[config.mk]
export PLATFORM = sky130hd
export DESIGN_NAME = sortnet_top
export DESIGN_NICKNAME = d
export VERILOG_FILES = /design/src/rtl/sortnet_pkg.sv /design/src/rtl/sortnet_cmpx.sv /design/src/rtl/sortnet_dly.sv /design/src/rtl/sortnet_stage.sv /design/src/rtl/sortnet_top.sv
export SDC_FILE = /design/constraint.sdc
export NUM_CORES = 1
export LEC_CHECK = 0
export BUFFER_PORTS_ARGS = -buffer_cell sky130_fd_sc_hd__buf_2
export CORE_MARGIN = 1.5
export CORE_UTILIZATION = 55
export DETAILED_ROUTE_END_ITERATION = 7
export PLACE_DENSITY_LB_ADDON = 0.05
export SYNTH_ARGS = -nofsm -noshare
export SYNTH_HDL_FRONTEND = slang
export SYNTH_HIERARCHICAL = 1
export SYNTH_SLANG_ARGS = --single-unit
[constraint.sdc]
create_clock -name clk -period 5.4 [get_ports clk]
set_clock_uncertainty 0.2 [all_clocks]
set_input_delay 0 -clock clk [delete_from_list [all_inputs] [get_ports clk]]
set_output_delay 0 -clock clk [all_outputs]
set_load 0.02 [all_outputs]
[src/rtl/sortnet_pkg.sv]
package sortnet_pkg;

  // A stage of phase P pairs lanes (P,P+1), (P+2,P+3), ...
  // Returns 1 when `lane` is the lower member of such a pair.
  function automatic bit pair_base(input int lane, input int phase, input int n);
    return (lane >= phase) && (((lane - phase) % 2) == 0) && (lane + 1 < n);
  endfunction

  // Phase of stage s: even stages start at lane 0, odd stages at lane 1.
  function automatic int stage_phase(input int s);
    return s % 2;
  endfunction

endpackage

[src/rtl/sortnet_cmpx.sv]
// Registered compare-exchange cell: the smaller value goes to the lower lane.
// Equal values are passed straight through.
module sortnet_cmpx #(
  parameter int W = 8
) (
  input  logic         clk,
  input  logic [W-1:0] lo_i,
  input  logic [W-1:0] hi_i,
  output logic [W-1:0] lo_o,
  output logic [W-1:0] hi_o
);

  always_ff @(posedge clk) begin
    if (hi_i < lo_i) begin
      lo_o <= hi_i;
      hi_o <= lo_i;
    end else begin
      lo_o <= lo_i;
      hi_o <= hi_i;
    end
  end

endmodule

[src/rtl/sortnet_dly.sv]
// One-cycle delay for a lane that has no partner in its stage.
module sortnet_dly #(
  parameter int W = 8
) (
  input  logic         clk,
  input  logic [W-1:0] d_i,
  output logic [W-1:0] q_o
);

  always_ff @(posedge clk) begin
    q_o <= d_i;
  end

endmodule

[src/rtl/sortnet_stage.sv]
// One stage of the network: compare-exchange on lane pairs chosen by
// PHASE, and a delay register on each lane left unpaired.
module sortnet_stage #(
  parameter int N     = 9,
  parameter int W     = 8,
  parameter int PHASE = 0
) (
  input  logic           clk,
  input  logic [N*W-1:0] d_i,
  output logic [N*W-1:0] d_o
);

  for (genvar i = 0; i < N; i++) begin : g_lane
    if (sortnet_pkg::pair_base(i, PHASE, N)) begin : g_cx
      sortnet_cmpx #(.W(W)) cx_i (
        .clk  (clk),
        .lo_i (d_i[i*W +: W]),
        .hi_i (d_i[(i+1)*W +: W]),
        .lo_o (d_o[i*W +: W]),
        .hi_o (d_o[(i+1)*W +: W])
      );
    end else if (!sortnet_pkg::pair_base(i - 1, PHASE, N)) begin : g_pass
      sortnet_dly #(.W(W)) dly_i (
        .clk (clk),
        .d_i (d_i[i*W +: W]),
        .q_o (d_o[i*W +: W])
      );
    end
  end

endmodule

[src/rtl/sortnet_top.sv]
// N-lane odd-even transposition sorter, one registered stage per clock.
module sortnet_top #(
  parameter int N = 9,
  parameter int W = 8
) (
  input  logic           clk,
  input  logic           rst,
  input  logic           in_valid,
  input  logic [N*W-1:0] in_data,
  output logic           out_valid,
  output logic [N*W-1:0] out_data
);

  localparam int NW = N * W;

  logic [NW-1:0] bus [N+1];
  logic [N-1:0]  vpipe;

  assign bus[0] = in_data;

  for (genvar s = 0; s < N; s++) begin : g_stage
    sortnet_stage #(
      .N     (N),
      .W     (W),
      .PHASE (sortnet_pkg::stage_phase(s))
    ) stage_i (
      .clk (clk),
      .d_i (bus[s]),
      .d_o (bus[s+1])
    );
  end

  always_ff @(posedge clk) begin
    if (rst) begin
      vpipe <= '0;
    end else begin
      vpipe <= {vpipe[N-2:0], in_valid};
    end
  end

  assign out_valid = vpipe[N-1];
  assign out_data  = bus[N];

endmodule

==> results.ini, run 1 <==
[setup_path]
critPathArrivalTime_ns = 3.25
path_class = in2reg
cp_max_fo = 16
startpoint_type = primary input
worstPathRequired_ns = 5.67
end_kind = register

[placement]
place_ws_ns = 2.65
dp_hpwl_um = 35100
port_buffers = 147
globalplace.congestion = 0.842

[sta]
setup-tns-final_ns = 0
timing.fmax_mhz = 335
setup_viol = 0
hold_slack_ns = 0.0374
maxSlewViolCount = 0
hold_violations = 0
finalWorstSetupSlack_ns = 2.41
maxSlewHeadroom_pct = 29.7
layout_min_cycle_time_ns = 2.99
worstMarginPinSlew_ns = 1.05
fin_crit_sh_pct = 55.3
rsz0062_at_grt = no

[logic_synthesis]
yosysWarnings = 6
ys_ff_latch = 657
syn_area_um2 = 28500
synthCells = 2142
avgSynthCellArea_um2 = 13.3
syn-num-nets = 2469
synth.yosys.seq_area_share_pct = 46.1
synth_cell_type_count = 15

[power]
powerDensity_nw_per_um2 = 761
clkPwrFrac_pct = 18.7
netSwitchingFraction_pct = 32.1
p_seq_share_pct = 34.9
irDropWorstVdd_uv = 285
p_leak_nw = 16.1
power_frac_comb_pct = 46.4
switchingPower_mw = 8.19
power.internal_mw = 17.4
power_mw = 25.5

[grt]
grt_pass1_wl_um = 80800
grt_overflow_total = 0
grt_pass1_vias = 16900
grt_start_max_net_pins = 17
track_usage_pct = 18.5
antenna_found_initial = 1

[clock_tree]
tritoncts = built
cts_buffers = 69
clock-sinks = 657
clockBufferDepth = 3
htree_levels = 3
cts_resized = 0
clk-insertion-delay-late_ns = 0.59
clkTransAtPathRegs_ns = 0.06
cts_root_buf = clkbuf_16

[route]
drt_first_iter_violations = 502
routedWlPerCell_um = 15.1
wirelength_um = 48700
drt.antenna.violating_nets = 0
dr.pass1.iters = 5
via_per_inst = 4.97
drc = 0
dr_total_vias = 16100

[floorplan]
die_y_um = 231
core_area_um2 = 51300
start_util_pct = 55.6
rows = 83
pin_count = 148
die_area_um2 = 53200
die_w_um = 231

[layout]
fillCellCount = 3895
final_layout_size_suffix_gt1_share_pct = 34.1
nets = 2833
syn2layout_area_growth_pct = 17.8

[status]
outcome = finished clean

[hold_path]
hold_path_class = in2reg

[flow_run]
max-cap-violations = 0

layout by cell type, fill, tap and decap left out:
master         netlist  routed
a2111o_1            36      36
a211oi_1            36      36
a211oi_4            36      36
a21oi_1             36      36
buf_2                0     147
bufinv_16            0       5
clkbuf_1             0       8
clkbuf_16            0      73
clkbuf_8             0      22
clkinv_2             0      10
clkinv_4             0       1
clkinvlp_4           0       1
dfxtp_1            657     657
diode_2              0       1
dlygate4sd3_1        0     182
ha_1               252     252
inv_1              288     288
mux2_2             216     216
mux2_4             360     360
nand2b_1            36      36
nand4_1             36      36
nor2_1              36      36
nor2b_1              9       9
o21ai_0             72      72
final timing paths:
| path | from | endpoint | slack [ns] | cells after the start |
|---|---|---|---|---|
| max | in_data[1] | g_stage[0].stage_i/g_lane[0].g_cx.cx_i/lo_o[7] | 2.41 | 8 |
| min | in_data[38] | g_stage[0].stage_i/g_lane[4].g_cx.cx_i/lo_o[6] | 0.04 | 3 |
| max reg2reg | g_stage[4].stage_i/g_lane[6].g_cx.cx_i/hi_o[1] | g_stage[5].stage_i/g_lane[7].g_cx.cx_i/lo_o[7] | 2.66 | 5 |
| min reg2reg | g_stage[3].stage_i/g_lane[7].g_cx.cx_i/hi_o[7] | g_stage[4].stage_i/g_lane[8].g_pass.dly_i/q_o[7] | 0.12 | 0 |
cell usage after synthesis (all sizes together):
library cell  instances  area (um2)
dfxtp               657       13200
mux2                576        7840
inv                 288        1080
ha                  252        3150
a211oi               72         991
o21ai                72         360
a2111o               36         405
a21oi                36         180
buf                  36         721
nand2b               36         225
nand4                36         225
nor2                 36         135
nor2b                 9        56.3
power by group through the flow:
stage | sequential [mW] | combinational, mW | clock (mW)
floorplan | 8.67 | 10.8 | 0
global placement | 9.01 | 11.5 | 0
detailed placement | 9.06 | 11.8 | 0
CTS | 8.97 | 12.0 | 4.93
global route | 9.19 | 13.0 | 5.13
finish | 8.91 | 11.8 | 4.79
per-stage QoR:
| stage | cell area (um2) | instances | util (%) |
|---|---|---|---|
| floorplan | 28500 | 2142 | - |
| global placement | 29400 | 2933 | 57.3 |
| detailed placement | 29400 | 2933 | 57.3 |
| CTS | 33600 | 3235 | 65.5 |
| global route | 33600 | 3236 | 65.5 |
| finish | 33600 | 3236 | 65.5 |
logic make-up (layout without fill, tap and decap cells):
family / count (synthesis) / in the layout / synth area share, %
adders and majority gates: 252 / 252 / 11.1
DFF: 657 / 657 / 46.1
and+or+nand+nor: 117 / 117 / 2.25
AOI/OAI and AO/OA: 216 / 216 / 6.79
other: 0 / 1 / 0
buffers and inverters: 324 / 737 / 6.32
muxes: 576 / 576 / 27.5
cell type report:
class / count / area (um2) / area share, %
clock inverter: 17 / 216 / 0.644
timing repair buffer: 329 / 2560 / 7.61
antenna: 1 / 2.50 / 0.00745
clock buffer: 103 / 2160 / 6.43
multi-input combinational: 1161 / 13600 / 40.4
tap: 680 / 851 / 2.53
inverter: 288 / 1080 / 3.22
sequential: 657 / 13200 / 39.2
routing by layer:
metal  up-vias  track usage, %  wire length [um]
met5         -               0                 0
met3       100            3.04              1430
met2       214            34.7             25000
met1      7577            20.6             20900
met4         0            7.60              1430
li1       8183               -                 -
flip-flops by register name, summed over array words and instances, names as in the netlist:
name / flops
vpipe: 9
g_stage.stage_i/g_lane.g_cx.cx_i/hi_o: 288
g_stage.stage_i/g_lane.g_pass.dly_i/q_o: 72
g_stage.stage_i/g_lane.g_cx.cx_i/lo_o: 288
timing repair:
| action | in CTS | in global routing |
|---|---|---|
| buffers inserted | 0 | 0 |
| endpoints found under the setup margin | 0 | 0 |
| endpoints found under the hold margin | 81 | 0 |
| hold buffers | 182 | 0 |
worst max-delay path: stages:
cell and delay [ns]:
dlygate4sd3_1 0.53, buf_2 0.11, inv_1 0.04, ha_1 0.28, a2111o_1 0.40, a211oi_4 0.90, mux2_2 0.43, dlygate4sd3_1 0.57
Power figures use the tool's default switching activity.
==> inputs of run 2 (changes only) <==
--- a/config.mk
+++ b/config.mk
@@ -5,6 +5,7 @@
 export SDC_FILE = /design/constraint.sdc
 export NUM_CORES = 1
 export LEC_CHECK = 0
+export ABC_AREA = 1
 export BUFFER_PORTS_ARGS = -buffer_cell sky130_fd_sc_hd__buf_2
 export CORE_MARGIN = 1.5
 export CORE_UTILIZATION = 55
==> constraint.sdc (replaced) <==
create_clock -name clk -period 3 [get_ports clk]
set_clock_uncertainty 0.2 [all_clocks]
set_input_delay 0 -clock clk [delete_from_list [all_inputs] [get_ports clk]]
set_output_delay 0 -clock clk [all_outputs]
set_load 0.02 [all_outputs]
==> results.ini, run 2 <==
[grt]
grt_pass1_vias = 23200  ; was 16,900
antenna_found_initial = 0  ; was 1
top_usage_layer = met2  ; unchanged
grt_pass1_wl_um = 107000  ; was 80,800 um
grt_overflow_total = 0  ; unchanged
grtUsageMet3_pct = 3.45  ; was 3.04%
met1_usage_pct = 26.9  ; was 20.6%
grt_util_met2_pct = 40.1  ; was 34.7%
grt_start_max_net_pins = 18  ; was 17
track_usage_pct = 22.5  ; was 18.5%

[logic_synthesis]
yosysWarnings = 6  ; unchanged
synthCells = 3700  ; was 2,142
avgSynthCellArea_um2 = 8.17  ; was 13.3 um2
yosysTopAreaCell = dfxtp_1  ; unchanged
synth.yosys.seq_area_share_pct = 43.5  ; was 46.1%
syn_area_um2 = 30200  ; was 28,500 um2
synth_top_area_share_pct = 43.5  ; was 46.1%
synth_cell_type_count = 14  ; was 15
synth_area_leaders = dfxtp_1, nand2_1, ha_1  ; was dfxtp_1, mux2_4, ha_1
synth_edf_count = 0  ; unchanged
async_flop_share_pct = 0  ; unchanged
synth_common_cells = nand2_1, dfxtp_1, nand3_1  ; was dfxtp_1, mux2_4, inv_1
syn-num-nets = 4027  ; was 2,469
ys_ff_latch = 657  ; unchanged
yosys.area_share.simple_pct = 33.2  ; was 2.25%
synth_compound_area_share_pct = 2.68  ; was 6.79%
synthAdderAreaFrac_pct = 10.4  ; was 11.1%
yosysMostFrequentCell = nand2_1  ; was dfxtp_1
synth_xor_area_share_pct = 0  ; unchanged
synth.area.mux_share_pct = 0  ; was 27.5%
synth_top_family_by_area = simple AND/OR/NAND/NOR gates  ; was multiplexers
dominantRegCellSynth = dfxtp_1  ; unchanged

[route]
drc = 0  ; unchanged
dr_total_vias = 23900  ; was 16,100
routedWlPerCell_um = 13.3  ; was 15.1 um
drt.antenna.violating_nets = 0  ; unchanged
wirelength_um = 63200  ; was 48,700 um
drt_first_iter_violations = 1342  ; was 502
via_per_inst = 5.03  ; was 4.97
dr.pass1.iters = 6  ; was 5

[clock_tree]
clk-insertion-delay-late_ns = 0.59  ; about the same
cts_root_buf = clkbuf_16  ; unchanged
tritoncts = built  ; unchanged
clkTransAtPathRegs_ns = 0.06  ; about the same
clock-sinks = 657  ; unchanged
post_cts_buffers = 0  ; unchanged
cts_buffers = 70  ; was 69
htree_levels = 3  ; unchanged
clockBufferDepth = 3  ; unchanged

[floorplan]
rows = 85  ; was 83
core_area_um2 = 54000  ; was 51,300 um2
die_y_um = 237  ; was 231 um
start_util_pct = 55.9  ; was 55.6%
die_area_um2 = 56300  ; was 53,200 um2
pin_count = 148  ; unchanged
die_w_um = 237  ; was 231 um

[layout]
reg_top3 = g_stage.stage_i/g_lane.g_cx.cx_i/hi_o x288, g_stage.stage_i/g_lane.g_cx.cx_i/lo_o x288, g_stage.stage_i/g_lane.g_pass.dly_i/q_o x72  ; unchanged
final_layout_size_suffix_gt1_share_pct = 12.8  ; was 34.1%
nets = 4335  ; was 2,833
layout_common_cells = nand2_1, dfxtp_1, nand3_1  ; was dfxtp_1, mux2_4, inv_1
diodes = 0  ; was 1
mostFrequentLayoutCell = nand2_1  ; was dfxtp_1
syn2layout_area_growth_pct = 16.0  ; was 17.8%

[power]
powerDensity_nw_per_um2 = 1270  ; was 761 nW/um2
p_leak_nw = 18.4  ; was 16.1 nW
power_mw = 44.7  ; was 25.5 mW
irDropWorstVdd_uv = 539  ; was 285 uV

[sta]
finalWorstSetupSlack_ns = 0.121  ; was 2.41 ns
maxSlewHeadroom_pct = 50.0  ; was 29.7%
rsz0062_at_grt = no  ; unchanged
timing.fmax_mhz = 347
setup-tns-final_ns = 0  ; unchanged
maxSlewViolCount = 0  ; unchanged
setup_viol = 0  ; unchanged
fin_crit_sh_pct = 96.0
hold_violations = 0  ; unchanged
layout_min_cycle_time_ns = 2.88
worstMarginPinSlew_ns = 0.750  ; was 1.05 ns

[setup_path]
rr_endpoint = g_stage[1].stage_i/g_lane[7].g_cx.cx_i/hi_o[7]  ; was g_stage[5].stage_i/g_lane[7].g_cx.cx_i/lo_o[7]
end_kind = register  ; unchanged
r2r_slack_ns = 0.73  ; was 2.66 ns
critPathArrivalTime_ns = 3.15  ; was 3.25 ns
worstPathRequired_ns = 3.27  ; was 5.67 ns
cp_max_fo = 17  ; was 16
worst_path_max_delay_cell = dlygate4sd3_1  ; was a211oi_4
cpMostUsedCell = dlygate4sd3_1  ; unchanged
worstPathCellList = dlygate4sd3_1, buf_2, inv_1, ha_1, a21oi_1, o21a_4, nand2_8, nand2_2, dlygate4sd3_1, nand2_1, dlygate4sd3_1  ; was dlygate4sd3_1, buf_2, inv_1, ha_1, a2111o_1, a211oi_4, mux2_2, dlygate4sd3_1
r2r_cells = 7  ; was 5
startpoint_type = primary input  ; unchanged
path_class = in2reg  ; unchanged
critPathBufInv = 5  ; was 4
r2r-start = g_stage[0].stage_i/g_lane[6].g_cx.cx_i/hi_o[7]  ; was g_stage[4].stage_i/g_lane[6].g_cx.cx_i/hi_o[1]
cp_top_family = buffers and inverters  ; was compound AO/OA/AOI/OAI gates
slowest_delay_ns = 0.58  ; was 0.90 ns

[status]
outcome = finished clean  ; unchanged

[hold_path]
hold-path-endpoint = vpipe[0]  ; was g_stage[0].stage_i/g_lane[4].g_cx.cx_i/lo_o[6]
min_from = in_valid  ; was in_data[38]
hold_path_class = in2reg  ; unchanged
whs_path_depth = 4  ; was 3

[flow_run]
max-cap-violations = 0  ; unchanged

[placement]
dp_hpwl_um = 42700  ; was 35,100 um
place_ws_ns = 0.869  ; was 2.65 ns
port_buffers = 147  ; unchanged
globalplace.congestion = 0.907  ; was 0.842

-- run 2: final cells by class --
type	count	area (um2)
Fill cell	4501	19000
Multi-Input combinational cell	2529	14000
Sequential cell	657	13200
Timing Repair Buffer	381	3080
Clock buffer	95	2020
Inverter	369	1390
Tap cell	696	871
Clock inverter	33	537
-- run 2: per-stage QoR --
stage | cell area (um2) | utilization [%] | hold slack, ns | cells
2_1_floorplan | 30200 | - | -0.172 | 3700
3_3_place_gp | 30100 | 55.8 | -0.0961 | 4398
3_5_place_dp | 30100 | 55.8 | -0.0959 | 4398
4_1_cts | 35000 | 64.9 | 0.000970 | 4760
5_1_grt | 35100 | 64.9 | 0.0272 | 4760
6_report | 35100 | 64.9 | 0.0339 | 4760
-- run 2: metal layers --
metal  routed length, um  part of all wire [%]
met3                2630                   4.2
met1               27600                    44
met5                   0                     0
met4                1910                   3.0
met2               31100                    49
-- run 2: report_power, final --
part           internal, mW  switching, mW  leakage (nW)
Combinational          7.22           12.6          11.6
Sequential             12.6           2.98          5.50
Clock                  5.94           3.38          1.26
Total                  25.7           18.9          18.4
-- run 2: worst max path at each step --
stage / slack [ns] / end / cells after the start / from
6_report: 0.12 / g_stage[0].stage_i/g_lane[0].g_cx.cx_i/hi_o[6] / 11 / in_data[7]
5_1_grt: 0.04 / g_stage[0].stage_i/g_lane[0].g_cx.cx_i/hi_o[4] / 11 / in_data[7]
4_1_cts: 0.17 / g_stage[0].stage_i/g_lane[6].g_cx.cx_i/lo_o[7] / 11 / in_data[55]
3_5_place_dp: 0.87 / g_stage[2].stage_i/g_lane[4].g_cx.cx_i/lo_o[3] / 7 / g_stage[1].stage_i/g_lane[3].g_cx.cx_i/hi_o[7]
3_3_place_gp: 0.93 / g_stage[7].stage_i/g_lane[5].g_cx.cx_i/hi_o[3] / 7 / g_stage[6].stage_i/g_lane[4].g_cx.cx_i/hi_o[7]
2_1_floorplan: 1.35 / g_stage[1].stage_i/g_lane[1].g_cx.cx_i/hi_o[4] / 9 / g_stage[0].stage_i/g_lane[0].g_cx.cx_i/hi_o[7]
-- run 2: worst reg2reg max path: cells and delay by family, from the launching register on --
kind / cells / cell delay [ns]
adders and majority gates: 1 / 0.31
AOI/OAI and AO/OA: 2 / 0.85
buffers and inverters: 1 / 0.07
DFF: 1 / 0.38
and+or+nand+nor: 3 / 0.34
-- run 2: logic make-up (layout without fill, tap and decap cells) --
logic type | count (synthesis) | after routing
flops | 657 | 657
fa+ha+maj | 252 | 252
buf+inv | 514 | 878
simple gates | 2133 | 2133
compound gates | 144 | 144
-- run 2: repair_timing --
action                                 CTS  global route
hold buffers                           234             0
endpoints found under the hold margin   81             0
setup endpoints to repair                0            31
gates resized for setup                  0             5
